$ cat src/rtl/misc_alu_pkg.sv
package misc_alu_pkg;

  localparam logic [9:0] HI_TAG = 10'b1111101010;
  localparam logic [3:0] LO_TOP = 4'b1111;
  localparam logic [1:0] LO_MID = 2'b10;

  typedef enum logic [3:0] {
    OP_NONE,
    OP_SADD,
    OP_DADD,
    OP_SSUB,
    OP_DSUB,
    OP_REV_WORD,
    OP_REV_HALF,
    OP_REV_BITS,
    OP_REV_SX,
    OP_BYTE_SEL,
    OP_LZ_COUNT
  } misc_op_e;

  function automatic logic op_is_sat(input misc_op_e op);
    return (op == OP_SADD) || (op == OP_DADD) || (op == OP_SSUB) || (op == OP_DSUB);
  endfunction

endpackage

$ cat src/rtl/misc_alu_decode.sv
module misc_alu_decode
  import misc_alu_pkg::*;
(
  input  logic [15:0] hi_i,
  input  logic [15:0] lo_i,
  output misc_op_e    op_o,
  output logic        undef_o
);

  logic [1:0] sel1, sel2;
  logic       tag_ok, fixed_ok, enc_ok;
  misc_op_e   pair_op;

  assign sel1     = hi_i[5:4];
  assign sel2     = lo_i[5:4];
  assign tag_ok   = (hi_i[15:6] == HI_TAG);
  assign fixed_ok = (lo_i[15:12] == LO_TOP) && (lo_i[7:6] == LO_MID);
  assign enc_ok   = tag_ok && fixed_ok;

  always_comb begin
    pair_op = OP_NONE;
    unique case (sel1)
      2'b00: begin
        unique case (sel2)
          2'b00: pair_op = OP_SADD;
          2'b01: pair_op = OP_DADD;
          2'b10: pair_op = OP_SSUB;
          default: pair_op = OP_DSUB;
        endcase
      end
      2'b01: begin
        unique case (sel2)
          2'b00: pair_op = OP_REV_WORD;
          2'b01: pair_op = OP_REV_HALF;
          2'b10: pair_op = OP_REV_BITS;
          default: pair_op = OP_REV_SX;
        endcase
      end
      2'b10: pair_op = (sel2 == 2'b00) ? OP_BYTE_SEL : OP_NONE;
      default: pair_op = (sel2 == 2'b00) ? OP_LZ_COUNT : OP_NONE;
    endcase
  end

  assign op_o    = enc_ok ? pair_op : OP_NONE;
  assign undef_o = (op_o == OP_NONE);

  always_comb begin
    if (lo_i[15:12] != LO_TOP || lo_i[7:6] != LO_MID || hi_i[15:6] != HI_TAG) begin
      assert_bad_fields_R1: assert (undef_o)
        else $error("fixed field violation not flagged");
    end
    if (hi_i[5] && lo_i[5:4] != 2'b00) begin
      assert_bad_pair_R2: assert (undef_o)
        else $error("unallocated selector pair not flagged");
    end
  end

endmodule

$ cat src/rtl/misc_alu_sat.sv
module misc_alu_sat #(
  parameter int W = 32
) (
  input  logic [W-1:0] a_i,
  input  logic [W-1:0] b_i,
  input  logic         dbl_i,
  input  logic         sub_i,
  output logic [W-1:0] res_o,
  output logic         sat_o
);

  localparam logic [W-1:0] POS_LIM = {1'b0, {(W-1){1'b1}}};
  localparam logic [W-1:0] NEG_LIM = {1'b1, {(W-1){1'b0}}};

  // Returns {clamped, value}
  function automatic logic [W:0] sat_sum(input logic [W-1:0] x,
                                         input logic [W-1:0] y,
                                         input logic         minus);
    logic [W:0] ex, ey, s;
    ex = {x[W-1], x};
    ey = {y[W-1], y};
    s  = minus ? (ex - ey) : (ex + ey);
    if (s[W] != s[W-1]) return {1'b1, (s[W] ? NEG_LIM : POS_LIM)};
    return {1'b0, s[W-1:0]};
  endfunction

  logic [W:0]   dbl_pkt, acc_pkt;
  logic [W-1:0] addend;
  logic         dbl_clip, acc_clip;

  assign dbl_pkt  = sat_sum(a_i, a_i, 1'b0);
  assign dbl_clip = dbl_i & dbl_pkt[W];
  assign addend   = dbl_i ? dbl_pkt[W-1:0] : a_i;
  assign acc_pkt  = sat_sum(b_i, addend, sub_i);
  assign acc_clip = acc_pkt[W];
  assign res_o    = acc_pkt[W-1:0];
  assign sat_o    = dbl_clip | acc_clip;

  always_comb begin
    if (acc_clip) begin
      assert_clamp_bounds_R4: assert (res_o == POS_LIM || res_o == NEG_LIM)
        else $error("clamped result %h not at a limit", res_o);
    end
    if (acc_clip && !dbl_i && !sub_i) begin
      assert_add_sign_R4: assert (a_i[W-1] == b_i[W-1])
        else $error("add overflow with mixed operand signs");
    end
    if (dbl_clip) begin
      assert_double_limit_R5: assert (a_i[W-1] != a_i[W-2])
        else $error("doubling clamped an in-range operand");
    end
  end

endmodule

$ cat src/rtl/misc_alu_perm.sv
module misc_alu_perm #(
  parameter int W = 32
) (
  input  logic [W-1:0]   a_i,
  input  logic [W-1:0]   b_i,
  input  logic [W/8-1:0] ge_i,
  output logic [W-1:0]   rev_word_o,
  output logic [W-1:0]   rev_half_o,
  output logic [W-1:0]   rev_bits_o,
  output logic [W-1:0]   rev_sx_o,
  output logic [W-1:0]   sel_o
);

  localparam int NB = W / 8;
  localparam int NH = W / 16;

  for (genvar i = 0; i < NB; i++) begin : g_lane
    assign rev_word_o[8*i +: 8] = b_i[8*(NB-1-i) +: 8];
    assign sel_o[8*i +: 8]      = ge_i[i] ? a_i[8*i +: 8] : b_i[8*i +: 8];
  end

  for (genvar h = 0; h < NH; h++) begin : g_half
    assign rev_half_o[16*h +: 16] = {b_i[16*h +: 8], b_i[16*h+8 +: 8]};
  end

  for (genvar k = 0; k < W; k++) begin : g_bit
    assign rev_bits_o[k] = b_i[W-1-k];
  end

  assign rev_sx_o = {{(W-16){b_i[7]}}, b_i[7:0], b_i[15:8]};

  always_comb begin
    assert_bit_ends_R6: assert (rev_bits_o[0] == b_i[W-1] && rev_bits_o[W-1] == b_i[0])
      else $error("bit reversal end bits misplaced");
    assert_sx_fill_R6: assert (rev_sx_o[W-1] == rev_sx_o[15])
      else $error("sign extension does not follow bit 15");
    if (&ge_i) begin
      assert_sel_all_a_R7: assert (sel_o == a_i)
        else $error("select with all conditions set did not return a");
    end
  end

endmodule

$ cat src/rtl/misc_alu_lzc.sv
module misc_alu_lzc #(
  parameter int W  = 32,
  parameter int CW = $clog2(W + 1)
) (
  input  logic [W-1:0]  v_i,
  output logic [CW-1:0] cnt_o
);

  function automatic logic [CW-1:0] lead_zeros(input logic [W-1:0] v);
    logic [CW-1:0] n;
    n = CW'(W);
    for (int i = 0; i < W; i++) begin
      if (v[i]) n = CW'(W - 1 - i);
    end
    return n;
  endfunction

  assign cnt_o = lead_zeros(v_i);

  always_comb begin
    assert_count_range_R8: assert (cnt_o <= CW'(W))
      else $error("zero count %0d beyond width", cnt_o);
    if (v_i == '0) begin
      assert_zero_full_R8: assert (cnt_o == CW'(W))
        else $error("zero input gave %0d", cnt_o);
    end
    if (v_i[W-1]) begin
      assert_top_set_R8: assert (cnt_o == '0)
        else $error("top bit set gave %0d", cnt_o);
    end
  end

endmodule

$ cat src/rtl/misc_alu_unit.sv
module misc_alu_unit
  import misc_alu_pkg::*;
#(
  parameter int DATA_W = 32
) (
  input  logic [15:0]         instr_hi_i,
  input  logic [15:0]         instr_lo_i,
  input  logic [DATA_W-1:0]   opnd_a_i,
  input  logic [DATA_W-1:0]   opnd_b_i,
  input  logic [DATA_W/8-1:0] ge_i,
  output logic [DATA_W-1:0]   result_o,
  output logic [3:0]          dst_idx_o,
  output logic [3:0]          src_a_idx_o,
  output logic [3:0]          src_b_idx_o,
  output logic                sat_o,
  output logic                undef_o
);

  localparam int CW = $clog2(DATA_W + 1);

  misc_op_e          op;
  logic              dec_undef;
  logic              sat_group;
  logic [DATA_W-1:0] sat_res;
  logic              sat_raw;
  logic [DATA_W-1:0] rev_word, rev_half, rev_bits, rev_sx, sel_res;
  logic [CW-1:0]     lz_cnt;

  misc_alu_decode u_decode (
    .hi_i    (instr_hi_i),
    .lo_i    (instr_lo_i),
    .op_o    (op),
    .undef_o (dec_undef)
  );

  misc_alu_sat #(.W(DATA_W)) u_sat (
    .a_i   (opnd_a_i),
    .b_i   (opnd_b_i),
    .dbl_i ((op == OP_DADD) || (op == OP_DSUB)),
    .sub_i ((op == OP_SSUB) || (op == OP_DSUB)),
    .res_o (sat_res),
    .sat_o (sat_raw)
  );

  misc_alu_perm #(.W(DATA_W)) u_perm (
    .a_i        (opnd_a_i),
    .b_i        (opnd_b_i),
    .ge_i       (ge_i),
    .rev_word_o (rev_word),
    .rev_half_o (rev_half),
    .rev_bits_o (rev_bits),
    .rev_sx_o   (rev_sx),
    .sel_o      (sel_res)
  );

  misc_alu_lzc #(.W(DATA_W), .CW(CW)) u_lzc (
    .v_i   (opnd_b_i),
    .cnt_o (lz_cnt)
  );

  assign sat_group = op_is_sat(op);

  always_comb begin
    unique case (op)
      OP_SADD, OP_DADD, OP_SSUB, OP_DSUB: result_o = sat_res;
      OP_REV_WORD: result_o = rev_word;
      OP_REV_HALF: result_o = rev_half;
      OP_REV_BITS: result_o = rev_bits;
      OP_REV_SX:   result_o = rev_sx;
      OP_BYTE_SEL: result_o = sel_res;
      OP_LZ_COUNT: result_o = {{(DATA_W-CW){1'b0}}, lz_cnt};
      default:     result_o = '0;
    endcase
  end

  assign sat_o       = sat_group & sat_raw;
  assign undef_o     = dec_undef;
  assign dst_idx_o   = instr_lo_i[11:8];
  assign src_a_idx_o = instr_hi_i[3:0];
  assign src_b_idx_o = instr_lo_i[3:0];

  always_comb begin
    if (undef_o) begin
      assert_undef_quiet_R9: assert (result_o == '0 && !sat_o)
        else $error("undefined encoding produced output");
    end
    if (sat_o) begin
      assert_flag_scope_R10: assert (!undef_o && instr_hi_i[5:4] == 2'b00)
        else $error("saturation flag outside saturating group");
    end
  end

endmodule

$ cat config.mk
export PLATFORM = sky130hd
export DESIGN_NAME = misc_alu_unit
export DESIGN_NICKNAME = d
export VERILOG_FILES = /design/src/rtl/misc_alu_pkg.sv /design/src/rtl/misc_alu_decode.sv /design/src/rtl/misc_alu_sat.sv /design/src/rtl/misc_alu_perm.sv /design/src/rtl/misc_alu_lzc.sv /design/src/rtl/misc_alu_unit.sv
export SDC_FILE = /design/constraint.sdc
export NUM_CORES = 1
export LEC_CHECK = 0
export ABC_CLOCK_PERIOD_IN_PS = 20800
export BUFFER_PORTS_ARGS = -buffer_cell sky130_fd_sc_hd__buf_2
export CORE_ASPECT_RATIO = 0.5
export CORE_MARGIN = 1
export CORE_UTILIZATION = 55
export DETAILED_ROUTE_END_ITERATION = 16
export GPL_ROUTABILITY_DRIVEN = 0
export PLACE_DENSITY = 0.83
export SYNTH_ARGS = -nofsm -noshare
export SYNTH_HDL_FRONTEND = slang
export SYNTH_SLANG_ARGS = --single-unit
$ cat constraint.sdc
create_clock -name vclk -period 20.8
set_input_delay 3.12 -clock vclk [all_inputs]
set_output_delay 3.12 -clock vclk [all_outputs]
set_load 0.005 [all_outputs]
==> impl_metrics.yaml <==
critical_path:
  crit_buf_inv: 3
  crit_path_top_delay_cell: "nor2_1"
  crit_fanout: 31
  crit_chain: "buf_2, inv_1, ha_1, o21ai_0, o211a_4, nand3_1, nor2_1, a21oi_1, or3b_4, o21ai_1, xor2_1, ha_1, a21o_1, a21oi_1, o21ai_0, a221o_1, a41o_1, a311oi_2, xor2_2, xnor2_4, nand3_2, o311ai_1, buf_2"
  crit_family: "simple AND/OR/NAND/NOR gates"
  crit_path_end_kind: "output port"
  crit_arrival_ns: 10.94
  criticalPathCategory: "in -> out"
  slowest_delay_ns: 1.02
  required_ns: 17.68
  start_kind: "input port"
timing:
  tightest_slew_ns: 1.16
  period_share_pct: 67.6
  rsz0062_at_grt: "no"
  timing.slew.headroom_pct: 22.4
  finalSetupViolCount: 0
  fmax_ghz: 0.0711
  finalHoldViolCount: 0
  post-route-min-period_ns: 14.06
  tns_ns: 0
  report.final.slew_viol_count: 0
routing:
  drtAntennaViolNets: 0
  dr.pass1.iters: 8
  dr_total_vias: 7010
  post_drt_wl_per_cell_microns: 21.1
  wl_mm: 21.3
  via_per_inst: 6.93
  drc: 0
  drt_iter0_drc: 1370
global_route:
  grt_first_pass_wirelength_mm: 32.4
  overflow: 0
  grt_max_degree: 40
  grtUsageTotal_pct: 38.4
  grt_pass1_vias: 6119
  antenna_found_initial: 0
power_and_ir_drop:
  powerDensity_nw_per_um2: 20.8
  leakage_nw: 2.75
  power_uw: 127
  ir_drop_mv: 0.0109
cells_and_area:
  n_antenna_cell: 0
  nFlopsAndLatches: 0
  layout-drive-gt1-share_pct: 22.6
  nClkBuffers: 0
  num-nets-final: 1018
  finalNonFillerCells: 1011
  areaGrowthSynthToFinish_pct: 8.15
  utilization_pct: 62.9
  regArea_sq_um: 0
floorplanning:
  rows: 25
  die_h_microns: 73.5
  io_pins: 146
  core_area_sq_um: 9670
  dieArea_sq_um: 10600
  start_util_pct: 58.1
  die_w_microns: 145
place:
  dp_hpwl_mm: 16.5
  dp_cells: 1011
  numPortBuffers: 122
yosys:
  synth_area_per_cell_sq_um: 6.91
  synth.distinct_cells: 90
  syn_area_sq_um: 5620
  synthCells: 813
  yosysSeqAreaShare_pct: 0
  syn-num-nets: 953
  yosys_warnings: 0
cts:
  ctsResizeCount: 0
  postCtsSetupBuffers: 0
  hold_buffers: 0
status:
  status: "finished, final reports clean"
worst_hold_path:
  hold_path.class: "in -> out"
run:
  cap_violations: 0
==> cell usage in the layout (no fill, tap or decap), types with 8 or more instances in the layout <==
| master | count |
|---|---|
| o2111ai_2 | 14 |
| nand3_1 | 9 |
| xnor2_1 | 32 |
| a221oi_1 | 29 |
| ha_1 | 39 |
| a31oi_1 | 9 |
| inv_1 | 24 |
| xor2_1 | 31 |
| o211ai_2 | 12 |
| nand2_1 | 93 |
| mux2i_1 | 37 |
| buf_2 | 122 |
| o21ai_0 | 67 |
| nor3_1 | 12 |
| nand2b_1 | 8 |
| o31ai_1 | 8 |
| a21oi_1 | 90 |
| a21o_1 | 19 |
| nor4_1 | 9 |
| o21bai_1 | 10 |
| nor2_1 | 73 |
==> metal layers <==
metal  track usage, %  wire, microns
met1             50.1           8440
met2             56.4           8450
met3             16.8           3640
met4             12.5            817
met5                0              0
==> metrics by stage <==
| step | cell area [sq um] | setup WS [ns] | hold slack [ns] |
|---|---|---|---|
| final | 6080 | 6.74 | 6.24 |
| after global routing | 6080 | 6.26 | 6.24 |
| after CTS | 6080 | 6.95 | 6.24 |
| after detailed placement | 6080 | 6.96 | 6.24 |
| after global placement | 6080 | 7.14 | 6.24 |
| after floorplan | 5620 | 8.63 | 6.32 |
==> synthesized netlist by cell type, drive strengths merged (12+ instances only) <==
library cell,n,area share [%]
nand2,94,6.3
clkbuf,35,2.5
a21oi,92,8.5
nor2,75,5.3
xnor2,33,5.5
mux2i,37,6.6
o2111ai,20,4.7
o21ai,72,6.6
a21o,20,2.7
o211ai,15,3.1
a221oi,30,4.8
nor4,12,1.8
ha,39,8.7
nor3,15,1.3
xor2,32,5.1
buf,31,4.4
inv,24,1.6
==> kinds of logic after synthesis <==
logic type / after synthesis / synth area share, %
compound gates: 321 / 41.5
simple gates: 260 / 23.8
buf+inv: 90 / 8.53
xor+xnor: 65 / 10.6
fa+ha+maj: 40 / 9.04
mux: 37 / 6.59
==> layout make-up <==
cell class / instances / area [sq um]
inverters: 24 / 90.1
repair buffers: 129 / 663
well taps: 135 / 169
fillers: 875 / 3590
multi-input cells: 723 / 5150
==> path summary, 6_finish.rpt <==
kind | slack (ns) | startpoint | cells after the start | to
worst max-delay path | 6.74 | instr_lo_i[4] | 23 | result_o[8]
worst min-delay path | 6.24 | instr_lo_i[8] | 0 | dst_idx_o[0]
==> where the power goes <==
group,switching (mW),internal [mW]
Sequential,0,0
Clock,0,0
Combinational,0.0796,0.0469
No activity file was read; power rests on OpenSTA's default activity.
